File: config.mk
export PLATFORM = sky130hd
export DESIGN_NAME = can_fault_confine
export DESIGN_NICKNAME = d
export VERILOG_FILES = /design/src/rtl/can_fc_pkg.sv /design/src/rtl/fc_err_counter.sv /design/src/rtl/fc_recovery.sv /design/src/rtl/can_fault_confine.sv
export SDC_FILE = /design/constraint.sdc
export NUM_CORES = 1
export LEC_CHECK = 0
export BUFFER_PORTS_ARGS = -buffer_cell sky130_fd_sc_hd__buf_4
export CAP_MARGIN = 20
export CORE_MARGIN = 2
export CORE_UTILIZATION = 35
export DETAILED_ROUTE_END_ITERATION = 8
export MAX_ROUTING_LAYER = met4
export PLACE_DENSITY = 0.6
export SLEW_MARGIN = 30
export SYNTH_ARGS = -nofsm -noshare
export SYNTH_HDL_FRONTEND = slang
export SYNTH_SLANG_ARGS = --single-unit
File: constraint.sdc
create_clock -name clk -period 2.5 [get_ports clk]
set_input_delay 0 -clock clk [delete_from_list [all_inputs] [get_ports clk]]
set_output_delay 0 -clock clk [all_outputs]
set_load 0.1 [all_outputs]
File: src/rtl/can_fc_pkg.sv
package can_fc_pkg;
    typedef enum logic [1:0] {
        FC_ACTIVE  = 2'd0,
        FC_PASSIVE = 2'd1,
        FC_BUSOFF  = 2'd2
    } fc_state_e;

    localparam int IRQ_ACTIVE  = 0;
    localparam int IRQ_PASSIVE = 1;
    localparam int IRQ_BUSOFF  = 2;
    localparam int IRQ_WARN    = 3;
    localparam int IRQ_W       = 4;
endpackage

File: src/rtl/fc_err_counter.sv
module fc_err_counter #(
    parameter int W    = 9,
    parameter int STEP = 8
) (
    input  logic         clk,
    input  logic         rst_n,
    input  logic         clr,
    input  logic         freeze,
    input  logic         err,
    input  logic         ok,
    output logic [W-1:0] cnt
);
    localparam logic [W:0]   STEP_X = (W+1)'(STEP);
    localparam logic [W-1:0] TOP    = {W{1'b1}};

    logic [W:0] sum;
    assign sum = {1'b0, cnt} + STEP_X;

    always_ff @(posedge clk or negedge rst_n) begin
        if (!rst_n)
            cnt <= '0;
        else if (clr)
            cnt <= '0;
        else if (freeze)
            cnt <= cnt;
        else if (err)
            cnt <= sum[W] ? TOP : sum[W-1:0];
        else if (ok && cnt != '0)
            cnt <= cnt - 1'b1;
    end

    // a full count stays full under further errors
    p_sat_hold_r3: assert property (@(posedge clk) disable iff (!rst_n)
        (cnt == TOP && err && !freeze && !clr) |=> cnt == TOP);
    // success on an empty count does not underflow
    p_floor_r2: assert property (@(posedge clk) disable iff (!rst_n)
        (cnt == '0 && ok && !err && !freeze && !clr) |=> cnt == '0);
    // frozen count holds
    p_frozen_r6: assert property (@(posedge clk) disable iff (!rst_n)
        (freeze && !clr) |=> $stable(cnt));
endmodule

File: src/rtl/fc_recovery.sv
module fc_recovery #(
    parameter int RUN_LEN   = 11,
    parameter int RUN_COUNT = 128
) (
    input  logic clk,
    input  logic rst_n,
    input  logic enable,
    input  logic bit_tick,
    input  logic bit_recessive,
    output logic done
);
    localparam int RUN_W = $clog2(RUN_LEN);
    localparam int NUM_W = $clog2(RUN_COUNT);
    localparam logic [RUN_W-1:0] RUN_LAST = RUN_W'(RUN_LEN - 1);
    localparam logic [NUM_W-1:0] NUM_LAST = NUM_W'(RUN_COUNT - 1);

    logic [RUN_W-1:0] run_q;
    logic [NUM_W-1:0] num_q;
    logic             run_end;

    assign run_end = enable && bit_tick && bit_recessive && run_q == RUN_LAST;
    assign done    = run_end && num_q == NUM_LAST;

    always_ff @(posedge clk or negedge rst_n) begin
        if (!rst_n) begin
            run_q <= '0;
            num_q <= '0;
        end else if (!enable) begin
            run_q <= '0;
            num_q <= '0;
        end else if (bit_tick) begin
            if (!bit_recessive) begin
                run_q <= '0;
            end else if (run_end) begin
                run_q <= '0;
                num_q <= num_q + 1'b1;
            end else begin
                run_q <= run_q + 1'b1;
            end
        end
    end

    // a dominant bit restarts the current run
    p_dominant_restart_r7: assert property (@(posedge clk) disable iff (!rst_n)
        (enable && bit_tick && !bit_recessive) |=> run_q == '0);
    // completed-run count only advances on a recessive tick
    p_runs_need_tick_r7: assert property (@(posedge clk) disable iff (!rst_n)
        (enable && !(bit_tick && bit_recessive)) |=> $stable(num_q));
endmodule

File: src/rtl/can_fault_confine.sv
module can_fault_confine
    import can_fc_pkg::*;
#(
    parameter int CNT_W         = 9,
    parameter int TX_STEP       = 8,
    parameter int RX_STEP       = 1,
    parameter int WARN_LIMIT    = 96,
    parameter int PASSIVE_LIMIT = 127,
    parameter int BUSOFF_LIMIT  = 255,
    parameter int RUN_LEN       = 11,
    parameter int RUN_COUNT     = 128,
    parameter int SUSPEND_LEN   = 8
) (
    input  logic             clk,
    input  logic             rst_n,
    input  logic             tx_err_evt,
    input  logic             rx_err_evt,
    input  logic             tx_ok_evt,
    input  logic             rx_ok_evt,
    input  logic             bit_tick,
    input  logic             bit_recessive,
    input  logic [3:0]       irq_mask,
    output logic [CNT_W-1:0] tec,
    output logic [CNT_W-1:0] rec,
    output logic             st_active,
    output logic             st_passive,
    output logic             st_busoff,
    output logic             warn,
    output logic [3:0]       irq_pending,
    output logic             tx_suspend,
    output logic             bus_isolate
);
    localparam logic [CNT_W-1:0] LIM_WARN = CNT_W'(WARN_LIMIT);
    localparam logic [CNT_W-1:0] LIM_PAS  = CNT_W'(PASSIVE_LIMIT);
    localparam logic [CNT_W-1:0] LIM_BOFF = CNT_W'(BUSOFF_LIMIT);
    localparam int               SUS_W    = $clog2(SUSPEND_LEN + 1);
    localparam logic [SUS_W-1:0] SUS_LOAD = SUS_W'(SUSPEND_LEN);

    fc_state_e        state_q, state_d;
    logic             recovered;
    logic             frozen;
    logic [SUS_W-1:0] sus_q;
    logic [IRQ_W-1:0] flags;

    assign frozen = (state_q == FC_BUSOFF);

    fc_err_counter #(.W(CNT_W), .STEP(TX_STEP)) u_tec (
        .clk(clk), .rst_n(rst_n), .clr(recovered), .freeze(frozen),
        .err(tx_err_evt), .ok(tx_ok_evt), .cnt(tec)
    );

    fc_err_counter #(.W(CNT_W), .STEP(RX_STEP)) u_rec (
        .clk(clk), .rst_n(rst_n), .clr(recovered), .freeze(frozen),
        .err(rx_err_evt), .ok(rx_ok_evt), .cnt(rec)
    );

    fc_recovery #(.RUN_LEN(RUN_LEN), .RUN_COUNT(RUN_COUNT)) u_recov (
        .clk(clk), .rst_n(rst_n), .enable(frozen), .bit_tick(bit_tick),
        .bit_recessive(bit_recessive), .done(recovered)
    );

    always_comb begin
        state_d = state_q;
        unique case (state_q)
            FC_ACTIVE: begin
                if (tec > LIM_BOFF)                        state_d = FC_BUSOFF;
                else if (tec > LIM_PAS || rec > LIM_PAS)   state_d = FC_PASSIVE;
            end
            FC_PASSIVE: begin
                if (tec > LIM_BOFF)                        state_d = FC_BUSOFF;
                else if (tec < LIM_PAS && rec < LIM_PAS)   state_d = FC_ACTIVE;
            end
            FC_BUSOFF: begin
                if (recovered)                             state_d = FC_ACTIVE;
            end
            default:                                       state_d = FC_ACTIVE;
        endcase
    end

    always_ff @(posedge clk or negedge rst_n) begin
        if (!rst_n) state_q <= FC_ACTIVE;
        else        state_q <= state_d;
    end

    always_ff @(posedge clk or negedge rst_n) begin
        if (!rst_n)
            sus_q <= '0;
        else if (state_q != FC_PASSIVE)
            sus_q <= '0;
        else if (tx_err_evt || tx_ok_evt)
            sus_q <= SUS_LOAD;
        else if (bit_tick && sus_q != '0)
            sus_q <= sus_q - 1'b1;
    end

    always_comb begin
        st_active   = (state_q == FC_ACTIVE);
        st_passive  = (state_q == FC_PASSIVE);
        st_busoff   = (state_q == FC_BUSOFF);
        bus_isolate = st_busoff;
        warn        = (tec > LIM_WARN) || (rec > LIM_WARN);
        tx_suspend  = st_passive && (sus_q != '0);
        flags                = '0;
        flags[IRQ_ACTIVE]    = st_active;
        flags[IRQ_PASSIVE]   = st_passive;
        flags[IRQ_BUSOFF]    = st_busoff;
        flags[IRQ_WARN]      = warn;
        irq_pending          = flags & irq_mask;
    end

    // exactly one state flag at a time
    p_one_state_r1: assert property (@(posedge clk) disable iff (!rst_n)
        $countones({st_active, st_passive, st_busoff}) == 1);
    // active node with a count above the passive limit turns passive
    p_enter_passive_r4: assert property (@(posedge clk) disable iff (!rst_n)
        (st_active && tec <= LIM_BOFF && (tec > LIM_PAS || rec > LIM_PAS)) |=> st_passive);
    // passive holds while either count is at or above the limit
    p_hold_passive_r5: assert property (@(posedge clk) disable iff (!rst_n)
        (st_passive && tec <= LIM_BOFF && (tec >= LIM_PAS || rec >= LIM_PAS)) |=> st_passive);
    // transmit count past the bus-off limit isolates the node
    p_enter_busoff_r6: assert property (@(posedge clk) disable iff (!rst_n)
        (!st_busoff && tec > LIM_BOFF) |=> bus_isolate);
    // warning alone never moves the node out of active
    p_warn_keeps_active_r8: assert property (@(posedge clk) disable iff (!rst_n)
        (st_active && tec <= LIM_PAS && rec <= LIM_PAS) |=> st_active);
    // suspend only counts down on bit ticks
    p_suspend_tick_r10: assert property (@(posedge clk) disable iff (!rst_n)
        (st_passive && $past(st_passive) && $fell(tx_suspend)) |-> $past(bit_tick));
endmodule

==> run_results.csv <==
group,metric,value,unit
timing,min_period,2230,ps
critical_path,cp.arrival,2410,ps
floorplan,start_util,0.361,
drt,detail_route.wl_per_cell,14.4,µm
critical_path,worstReg2RegStart,"u_rec.cnt[0]",
drt,vias,2289,
drt,antenna_left,0,
synth,synth.net_count,323,
finish,layout.cells.non_filler,431,
timing,period_share,0.891,
synth,synth_edf_count,0,
clock_tree,clk_latency,300,ps
finish,antenna-diode-count,0,
synth,ys_seq_area_frac,0.336,
synth,synth_warnings,0,
critical_path,r2r-end,"u_rec.cnt[8]",
timing,rsz0062_at_grt,"no",
grt,grt_max_degree,36,
grt,antenna_found_initial,0,
floorplan,core,7210,µm²
finish,drive_gt1_frac,0.250,
drt,drt_wl_total,6200,µm
drt,viasPerCell,5.31,
critical_path,cp-end-kind,"flop",
critical_path,worstPathMaxFanout,8,
finish,utilization,0.437,
synth,postSynth.asyncResetShare,1.00,
placement,port_buffers,39,
pwr,finalPower,3.87,mW
critical_path,worst-setup-path-type,"flop to flop",
hold_path,hold_class,"input pin to flop",
clock_tree,cts_buffer_depth,2,
placement,dp.cells,422,
timing,maxSlewHeadroom,0.629,
floorplan,die_w,90.3,µm
grt,grt.overflow.total,0,
timing,clock_skew,12.0,ps
pwr,leakagePower,1.35,nW
drt,drcViolationCount,0,
clock_tree,postCtsHoldBufs,1,
job,drv_cap,0,
floorplan,ios,40,
pwr,p_per_area,1230,nW/µm²
synth,avgSynthCellArea,8.77,µm²
synth,synth-seq-cells,35,
critical_path,regToRegSetupSlack,270,ps
floorplan,fp.dieH,90.3,µm
drt,drt_iter0_drc,93,
timing,fin_setup_tns,0,ps
timing,fmax,0.449,GHz
clock_tree,clk_pin_slew,90,ps
critical_path,required,2690,ps
hold_path,whs_endpoint,"sus_q[3]",
clock_tree,cts_resized,0,
grt,grt_pass1_vias,2237,
synth,synth_area,2600,µm²
synth,synth_cell_types,69,
pwr,peakVddDrop,1060,µV
clock_tree,cts.sinks,35,
hold_path,hold_path_depth,3,
finish,nNetsFinal,357,
clock_tree,htreeDepth,2,
synth,ys.flop_type,"dfrtp_1",
clock_tree,numCtsBuffers,5,
finish,synthToLayoutAreaGrowth,21.1,%
clock_tree,tritoncts,"done",
clock_tree,cts_setup_buffers,0,
placement,gp_congestion,0.842,
critical_path,startpoint_type,"flop",
timing,worst_pin_slew,553,ps
hold_path,hold_start,"tx_ok_evt",
timing,finalHoldViolCount,0,
timing,slew_viol_final,0,
synth,synthCells,297,
grt,grtUsageTotal,0.168,
drt,drt_first_pass_iters,4,
grt,grt_pass1_wl,11000,µm
floorplan,num_rows,31,
floorplan,dieArea,8150,µm²
status,status,"finished clean",
placement,dp_hpwl,4380,µm
critical_path,r2r_cells,7,
clock_tree,ctsRootBufferMaster,"clkbuf_8",
timing,setup_viol,0,
[power breakdown]
| group | internal [mW] | switching, mW | leakage, nW |
|---|---|---|---|
| registers | 0.743 | 0.379 | 0.437 |
| clock network | 0.398 | 0.233 | 0.0644 |
| logic | 0.576 | 1.54 | 0.851 |
| total | 1.72 | 2.15 | 1.35 |
[routing by layer]
| layer | vias up | GRT usage | part of all wire |
|---|---|---|---|
| li1 | 1142 | - | - |
| met1 | 1102 | 0.224 | 0.50 |
| met2 | 43 | 0.256 | 0.46 |
| met3 | 2 | 0.0342 | 0.035 |
| met4 | 0 | 0.0551 | 0.0068 |
| met5 | - | - | 0 |
[final cells by class]
cell class | instances | area [µm²]
flip-flops and latches | 35 | 900
fillers | 736 | 4060
well taps | 99 | 124
clock buffers | 5 | 68.8
clock inverters | 3 | 67.6
repair buffers | 44 | 333
inverters | 18 | 72.6
multi-input cells | 227 | 1590
[state kept, by name, indices dropped and copies added (netlist names)]
name	cells
u_rec.cnt	9
u_tec.cnt	9
u_recov.num_q	7
sus_q	4
u_recov.run_q	4
state_q	2
[cells in the mapped netlist, types with 2 or more instances]
library cell / count / area (µm²)
a21oi_1: 16 / 80.1
xor2_1: 9 / 78.8
nand3_1: 10 / 50.1
o211ai_1: 2 / 15.0
or2_2: 2 / 12.5
and3_1: 5 / 31.3
buf_4: 2 / 15.0
nand2b_1: 3 / 18.8
o2111a_1: 4 / 45.0
nand4_1: 5 / 31.3
o21ai_1: 2 / 10.0
nand2_1: 19 / 71.3
clkbuf_1: 11 / 41.3
ha_1: 14 / 175
mux2i_1: 3 / 30.0
nor3b_1: 2 / 15.0
a211oi_1: 5 / 37.5
o32ai_1: 2 / 17.5
and4_1: 2 / 17.5
inv_1: 17 / 63.8
o21a_1: 5 / 37.5
xnor2_1: 5 / 43.8
nor4b_1: 2 / 17.5
and2_1: 6 / 37.5
buf_2: 2 / 10.0
dfrtp_1: 35 / 876
a221o_1: 6 / 60.1
or3_1: 2 / 12.5
buf_6: 2 / 22.5
a31oi_1: 2 / 12.5
nor3_1: 9 / 45.0
nor2_1: 32 / 120
o21ai_0: 18 / 90.1
[logic make-up (layout without fill, tap and decap cells)]
logic type / Yosys count / after routing / synth area share
flip-flops: 35 / 35 / 0.336
adder cells (fa/ha/maj): 14 / 14 / 0.0672
XOR/XNOR: 14 / 14 / 0.0471
AND/OR/NAND/NOR: 116 / 116 / 0.255
AO/OA/AOI/OAI: 79 / 79 / 0.219
buffers and inverters: 35 / 70 / 0.0600
multiplexers: 4 / 4 / 0.0159
[layout by cell type (no fill, tap or decap), drive strengths merged, types with 3 or more instances in the layout]
cell / n
a211oi: 5
a21oi: 17
a221o: 6
and2: 7
and3: 5
buf: 43
clkbuf: 5
dfrtp: 35
ha: 14
inv: 17
mux2i: 3
nand2: 19
nand2b: 4
nand3: 10
nand4: 6
nor2: 33
nor3: 9
nor4b: 4
o2111a: 4
o21a: 5
o21ai: 21
or3: 3
xnor2: 5
xor2: 9
[metrics by stage]
step                worst slack (ps)  instance area, µm²  hold WS [ps]
floorplan                       -707                2650          -296
global placement                 340                3010         -1.74
detailed placement               298                3010         -3.56
CTS                              267                3150          6.18
global route                     133                3150          27.9
finish                           273                3150          19.0
[worst max-delay path: stages (launching register included)]
cell and delay, ps:
dfrtp_4 530, inv_4 90, ha_1 180, or4b_1 490
nor4_2 200, xor2_1 130, o2111a_1 240, a221o_1 260
[worst max-delay path by stage]
stage | from | slack (ps) | to | cells past startpoint
2_1_floorplan | u_rec.cnt[0] | -710 | irq_pending[3] | 5
3_3_place_gp | u_rec.cnt[0] | 340 | u_rec.cnt[8] | 7
3_5_place_dp | u_rec.cnt[0] | 300 | u_rec.cnt[8] | 7
4_1_cts | u_rec.cnt[0] | 270 | u_rec.cnt[8] | 7
5_1_grt | u_rec.cnt[0] | 130 | u_rec.cnt[8] | 7
6_report | u_rec.cnt[0] | 270 | u_rec.cnt[8] | 7
No activity file was read; power rests on OpenSTA's default activity.
